File: src/rtl/sbdp_pkg.sv
package sbdp_pkg;
    localparam int XLEN   = 32;
    localparam int NREGS  = 32;
    localparam int RAW    = $clog2(NREGS);
    localparam int PC_IDX = NREGS - 1;
    localparam int OPW    = 7;
    localparam int SHW    = $clog2(XLEN);

    typedef logic [XLEN-1:0] word_t;
    typedef logic [RAW-1:0]  ridx_t;

    typedef enum logic [3:0] {
        ALU_ADD  = 4'd0,  ALU_SUB  = 4'd1,  ALU_AND  = 4'd2,  ALU_OR   = 4'd3,
        ALU_XOR  = 4'd4,  ALU_SLL  = 4'd5,  ALU_SRL  = 4'd6,  ALU_SRA  = 4'd7,
        ALU_SLT  = 4'd8,  ALU_SLTU = 4'd9,  ALU_INC4 = 4'd10, ALU_DEC4 = 4'd11,
        ALU_EQ   = 4'd12, ALU_NE   = 4'd13, ALU_GE   = 4'd14, ALU_GEU  = 4'd15
    } alu_op_e;

    typedef enum logic [1:0] {
        RSRC_RS1 = 2'd0, RSRC_RS2 = 2'd1, RSRC_RD = 2'd2, RSRC_PC = 2'd3
    } reg_src_e;

    typedef enum logic [1:0] {
        IMM_I = 2'd0, IMM_B = 2'd1, IMM_J = 2'd2, IMM_U = 2'd3
    } imm_kind_e;

    typedef struct packed {
        alu_op_e   alu_op;
        logic      alu_en;
        reg_src_e  reg_sel;
        logic      reg_wr;
        logic      reg_en;
        imm_kind_e imm_sel;
        logic      imm_en;
        logic      a_ld;
        logic      b_ld;
        logic      ma_ld;
        logic      ir_ld;
        logic      mem_wr;
        logic      mem_en;
    } ctrl_t;

    typedef struct packed {
        ridx_t rs1;
        ridx_t rs2;
        ridx_t rd;
    } ir_fields_t;

    function automatic ir_fields_t split_ir(word_t ir);
        ir_fields_t f;
        f.rs1 = ir[19:15];
        f.rs2 = ir[24:20];
        f.rd  = ir[11:7];
        return f;
    endfunction

    function automatic logic is_compare(alu_op_e op);
        return (op == ALU_SLT) || (op == ALU_SLTU) || (op == ALU_EQ) ||
               (op == ALU_NE)  || (op == ALU_GE)   || (op == ALU_GEU);
    endfunction
endpackage

File: src/rtl/sbdp_regfile.sv
module sbdp_regfile
    import sbdp_pkg::*;
(
    input  logic  clk,
    input  logic  rst,
    input  logic  we,
    input  ridx_t addr,
    input  word_t wdata,
    output word_t rdata
);
    word_t store [NREGS];

    for (genvar i = 0; i < NREGS; i++) begin : g_ent
        if (i == 0) begin : g_zero
            assign store[i] = '0;
        end else begin : g_rw
            always_ff @(posedge clk) begin
                if (rst)
                    store[i] <= '0;
                else if (we && addr == ridx_t'(i))
                    store[i] <= wdata;
            end
        end
    end

    assign rdata = store[addr];
endmodule

File: src/rtl/sbdp_immgen.sv
module sbdp_immgen
    import sbdp_pkg::*;
(
    input  word_t     ir,
    input  imm_kind_e kind,
    output word_t     imm
);
    always_comb begin
        unique case (kind)
            IMM_I:   imm = {{20{ir[31]}}, ir[31:20]};
            IMM_B:   imm = {{19{ir[31]}}, ir[31], ir[7], ir[30:25], ir[11:8], 1'b0};
            IMM_J:   imm = {{11{ir[31]}}, ir[31], ir[19:12], ir[20], ir[30:21], 1'b0};
            IMM_U:   imm = {ir[31:12], 12'b0};
            default: imm = '0;
        endcase
    end
endmodule

File: src/rtl/sbdp_alu.sv
module sbdp_alu
    import sbdp_pkg::*;
(
    input  alu_op_e op,
    input  word_t   a,
    input  word_t   b,
    output word_t   y,
    output logic    cond
);
    logic eq, lt, ltu;
    logic [SHW-1:0] sh;

    always_comb begin
        eq  = (a == b);
        lt  = ($signed(a) < $signed(b));
        ltu = (a < b);
        sh  = b[SHW-1:0];
        cond = 1'b0;
        unique case (op)
            ALU_SLT:  cond = lt;
            ALU_SLTU: cond = ltu;
            ALU_EQ:   cond = eq;
            ALU_NE:   cond = !eq;
            ALU_GE:   cond = !lt;
            ALU_GEU:  cond = !ltu;
            default:  cond = 1'b0;
        endcase
        unique case (op)
            ALU_ADD:  y = a + b;
            ALU_SUB:  y = a - b;
            ALU_AND:  y = a & b;
            ALU_OR:   y = a | b;
            ALU_XOR:  y = a ^ b;
            ALU_SLL:  y = a << sh;
            ALU_SRL:  y = a >> sh;
            ALU_SRA:  y = word_t'($signed(a) >>> sh);
            ALU_INC4: y = a + word_t'(4);
            ALU_DEC4: y = a - word_t'(4);
            default:  y = {{(XLEN-1){1'b0}}, cond};
        endcase
        if (is_compare(op))
            y = {{(XLEN-1){1'b0}}, cond};
    end
endmodule

File: src/rtl/sbdp_top.sv
module sbdp_top
    import sbdp_pkg::*;
(
    input  logic        clk,
    input  logic        rst,
    input  logic [3:0]  alu_op,
    input  logic        alu_en,
    input  logic [1:0]  reg_sel,
    input  logic        reg_wr,
    input  logic        reg_en,
    input  logic [1:0]  imm_sel,
    input  logic        imm_en,
    input  logic        a_ld,
    input  logic        b_ld,
    input  logic        ma_ld,
    input  logic        ir_ld,
    input  logic        mem_wr,
    input  logic        mem_en,
    input  logic        mem_busy,
    input  logic [31:0] mem_rdata,
    output logic [31:0] mem_addr,
    output logic [31:0] mem_wdata,
    output logic        mem_rd,
    output logic        mem_we,
    output logic [6:0]  opcode,
    output logic        cond
);
    ctrl_t      c;
    word_t      bus, a_q, b_q, ma_q, ir_q;
    word_t      alu_y, imm_v, rf_q;
    ir_fields_t fld;
    ridx_t      raddr;
    logic       stall;

    always_comb begin
        c.alu_op  = alu_op_e'(alu_op);
        c.alu_en  = alu_en;
        c.reg_sel = reg_src_e'(reg_sel);
        c.reg_wr  = reg_wr;
        c.reg_en  = reg_en;
        c.imm_sel = imm_kind_e'(imm_sel);
        c.imm_en  = imm_en;
        c.a_ld    = a_ld;
        c.b_ld    = b_ld;
        c.ma_ld   = ma_ld;
        c.ir_ld   = ir_ld;
        c.mem_wr  = mem_wr;
        c.mem_en  = mem_en;
    end

    assign mem_rd = c.mem_en && !c.mem_wr;
    assign mem_we = c.mem_en && c.mem_wr;
    assign stall  = mem_rd && mem_busy;

    assign fld = split_ir(ir_q);

    always_comb begin
        unique case (c.reg_sel)
            RSRC_RS1: raddr = fld.rs1;
            RSRC_RS2: raddr = fld.rs2;
            RSRC_RD:  raddr = fld.rd;
            default:  raddr = ridx_t'(PC_IDX);
        endcase
    end

    sbdp_regfile u_rf (
        .clk   (clk),
        .rst   (rst),
        .we    (c.reg_wr && !stall),
        .addr  (raddr),
        .wdata (bus),
        .rdata (rf_q)
    );

    sbdp_immgen u_imm (
        .ir   (ir_q),
        .kind (c.imm_sel),
        .imm  (imm_v)
    );

    sbdp_alu u_alu (
        .op   (c.alu_op),
        .a    (a_q),
        .b    (b_q),
        .y    (alu_y),
        .cond (cond)
    );

    // Shared bus: OR of gated sources; the sequencer keeps them exclusive.
    always_comb begin
        bus = '0;
        if (c.alu_en)                bus = bus | alu_y;
        if (c.reg_en && !c.reg_wr)   bus = bus | rf_q;
        if (c.imm_en)                bus = bus | imm_v;
        if (mem_rd)                  bus = bus | mem_rdata;
    end

    always_ff @(posedge clk) begin
        if (rst) begin
            a_q  <= '0;
            b_q  <= '0;
            ma_q <= '0;
            ir_q <= '0;
        end else if (!stall) begin
            if (c.a_ld)  a_q  <= bus;
            if (c.b_ld)  b_q  <= bus;
            if (c.ma_ld) ma_q <= bus;
            if (c.ir_ld) ir_q <= bus;
        end
    end

    assign mem_addr  = ma_q;
    assign mem_wdata = bus;
    assign opcode    = ir_q[OPW-1:0];
endmodule

File: config.mk
export PLATFORM = sky130hd
export DESIGN_NAME = sbdp_top
export DESIGN_NICKNAME = d
export VERILOG_FILES = /design/src/rtl/sbdp_pkg.sv /design/src/rtl/sbdp_regfile.sv /design/src/rtl/sbdp_immgen.sv /design/src/rtl/sbdp_alu.sv /design/src/rtl/sbdp_top.sv
export SDC_FILE = /design/constraint.sdc
export NUM_CORES = 2
export LEC_CHECK = 0
export BUFFER_PORTS_ARGS = -buffer_cell sky130_fd_sc_hd__buf_2
export CORE_MARGIN = 2
export CORE_UTILIZATION = 60
export DETAILED_ROUTE_END_ITERATION = 8
export HOLD_SLACK_MARGIN = 0.1
export PLACE_DENSITY_LB_ADDON = 0.05
export RECOVER_POWER = 50
export SYNTH_ARGS = -nofsm -noshare
export SYNTH_HDL_FRONTEND = slang
export SYNTH_SLANG_ARGS = --single-unit
File: constraint.sdc
create_clock -name clk -period 7.2 [get_ports clk]
set_input_delay 1.44 -clock clk [delete_from_list [all_inputs] [get_ports clk]]
set_output_delay 1.44 -clock clk [all_outputs]
set_load 0.005 [all_outputs]
==> impl_results.md <==
* Sequential power share at 39.8%
* Final Hold Viols at 0
* Residual DRC at 1
* Int Pwr at 10.7 mW
* Die width at 322 microns
* Gr ovfl total at 0
* Fin Clk Skew at 85.1 ps
* Main combinational cell family by area after synthesis: compound AO/OA/AOI/OAI gates
* Endpoint, Worst Hold: u_rf.store[412]
* Hold_sp: u_rf.store[412]
* Clock Latency Late Sink at 750 ps
* Worst EP required at 5760 ps
* Synth Area in Adders at 2.13%
* Fin nets at 7540
* Post-synthesis compound-gate area fraction at 27.6%
* Design area at 65200 sq um
* Starting DRT DRC Count at 10700
* Fillers at 8689
* Port Buffers at 126
* P&R area growth vs syn at 7.55%
* Xor/xnor share of the synthesized area at 0.549%
* Overall Power at 16.3 mW
* Share of cells above drive strength 1 at 10.6%
* Post-synthesis sequential area ratio at 37.0%
* Drt wl/cell at 29.9 microns
* Max Fclk at 142 MHz
* Cts bufs inserted at 109
* Setup violators final at 0
* Reg2reg end: u_rf.store[985]
* Worst-path cell chain: inv_1, ha_1, fa_1, o21ba_1, a2111o_1, a211oi_2, a221oi_1, buf_4, o21bai_1, a21oi_1, mux2i_1, o31ai_4, buf_12, nand2b_1, buf_2
* Via count at 63100
* Fin crit share at 97.8%
* DIE HEIGHT at 322 microns
* Routed WL at 262000 microns
* Post_cts resized at 0
* TritonCTS clock tree: yes
* Hold WC Path Type: flop to flop
* Crit path capture type: output pin
* Io pins at 127
* Post-synth EDFFs at 0
* Commonest non-fill, non-tap cells in the layout: 1116 x dfxtp_1, 1025 x nand2_1, 718 x nor2_1, 706 x a21oi_1, 695 x o21ai_0
* Clk network pwr share at 36.0%
* Placed inst area at 62000 sq um
* Pin count of the biggest net entering global routing at 207
* Syn Inst Count at 7694
* Most common cell after layout, fill and taps aside: dfxtp_1
* Net Sw Power at 5.60 mW
* DP HPWL at 174000 microns
* Leakage power at 22.7 nW
* Max Buffers Root-to-Sink at 3
* FF+latch count, synth at 1120
* Post-Synth Simple-Gate Area at 18.6%
* Layout Cells excl Fill at 8781
* Worst EP arrival at 5600 ps
* Max Cap Viol at 27
* First-pass GRT wire length at 380000 microns
* R2R depth at 14
* Internal reg-to-reg setup slack at 510 ps
* RSZ-0062 raised after global routing: no
* Core area at 100000 sq um
* Synth cell types at 115
* Syn nets at 7849
* Run status: complete, but fails checks
* YS warnings at 0
* Initial antenna violation count at 14
* Async set-or-reset flop fraction in the synthesized netlist at 0%
* Final Max Slew Viols at 945
* Full die area at 104000 sq um
* Switching Fraction at 34.4%
* Critical path class: flop to output pin
* Placed cells at 8571
* CP max stage delay at 670 ps
* Vias in the first global route at 56800
* Row count at 116
* Startpoint Class: flop
* Gate power share at 24.2%
* Clk pin slew, worst setup/hold paths at 70 ps
* Sinks on Clock Net at 1120
* GRT Resource Usage Total at 48.9%
* Mapped cell area at 60600 sq um
* Failing checks: design-rule violations, max-capacitance violations, max-slew violations
* WP buf/inv at 4
* Clk root buf: clkbuf_16
* Avg Cell Area, Syn at 7.88 sq um
* Fin Setup TNS at 0 ps
* Hold Buf Count CTS at 0
* PwrDens at 250 nW/um^2
* CP delay by family, top: compound AO/OA/AOI/OAI gates
* Post-CTS setup buffers at 0
* H-tree Lvls at 3
* CP max stage cell: o21bai_1
* Slew headroom at -106%
* Initial Util at 60.5%
* Worst Max-Slew Pin Slew at 3070 ps
* Worst-path fanout max at 9
* TritonRoute pass-1 iters at 9
* Placer Congestion at 1.09
* Final core utilization at 65.1%
* RR Startpoint: a_q[2]
* Min-Delay Path Depth at 2
* Number of nets with antenna violations after routing at 0
* Crit path time final at 7040 ps
* Worst vdd ir at 0.000241 V
* Synth Flop Type: dfxtp_1
* Portion of netlist area occupied by mux cells at 6.82%
* Drt via density at 7.18
[Yosys cell counts (all sizes together), types with 107 or more instances]
library cell,n,share of area (%)
nor2,727,4.5
dfxtp,1120,37
a211oi,444,5.6
nand2,1025,6.3
o22ai,110,1.2
nand3,411,3.4
mux2i,140,2.3
o21ai,704,5.8
inv,130,0.81
a21oi,712,5.9
clkbuf,469,2.9
buf,370,3.5
mux4,107,4.0
[final cells by class]
| cell class | count | area, sq um | area share [%] |
|---|---|---|---|
| Multi-Input combinational cell | 5601 | 34000 | 52.2 |
| Sequential cell | 1120 | 22400 | 34.4 |
| Clock buffer | 159 | 3180 | 4.87 |
| Timing Repair Buffer | 419 | 2880 | 4.42 |
| Tap cell | 1298 | 1620 | 2.49 |
| Inverter | 134 | 513 | 0.787 |
| Clock inverter | 42 | 484 | 0.743 |
| Antenna cell | 8 | 20.0 | 0.0307 |
[metal layers]
layer / GRT usage (%) / vias to the layer above / part of all wire, %
met5: 0 / - / 0.044
met4: 32.7 / 18 / 8.0
met3: 15.5 / 1149 / 15
met2: 69.9 / 4897 / 41
met1: 62.9 / 29800 / 36
li1: - / 27200 / -
[metrics by stage]
step,setup slack [ps],hold slack [ps]
5_1_grt,172,479
3_3_place_gp,382,439
2_1_floorplan,713,431
3_5_place_dp,512,447
6_report,157,457
4_1_cts,498,455
[worst register-to-register path, cell delays in order, from the launching register on]
cell and delay [ps]:
dfxtp_1 310, buf_4 250, inv_1 150, ha_1 500, inv_1 100, a21oi_1 430
o221ai_1 430, clkbuf_1 320, a32oi_1 420, a21oi_1 170, o311a_1 440, or4b_1 490
o22ai_1 190, clkbuf_1 1850, o21ai_0 360
[registers in the layout, indices dropped and copies added (netlist names)]
signal / count
u_rf.store: 992
mem_addr: 32
ir_q: 32
a_q: 32
b_q: 32
[power by group through the flow]
| stage | sequential, mW | combinational (mW) | clock [mW] |
|---|---|---|---|
| floorplan | 6.58 | 2.31 | 0 |
| global placement | 6.60 | 3.73 | 0 |
| detailed placement | 6.61 | 3.74 | 0 |
| CTS | 6.47 | 3.75 | 5.86 |
| global route | 6.49 | 4.02 | 6.09 |
| finish | 6.48 | 3.93 | 5.86 |
[worst max path at each step]
stage	from	end	depth (start not counted)
global route	a_q[1]	mem_wdata[0]	14
detailed placement	reg_sel[0]	mem_wdata[28]	11
CTS	a_q[0]	mem_wdata[28]	15
finish	a_q[0]	mem_wdata[0]	15
floorplan	alu_op[3]	mem_wdata[18]	18
global placement	alu_op[0]	mem_wdata[0]	12
[cells by family (layout without fill, tap and decap cells)]
kind of cell	count (synthesis)	count (layout)
muxes	275	275
adders and majority gates	102	102
and+or+nand+nor	2567	2567
other	0	8
buffers and inverters	973	754
DFF	1120	1120
AOI/OAI and AO/OA	2619	2619
xor gates and xnor gates	38	38
Note: power is estimated with default switching activity, not from simulation.
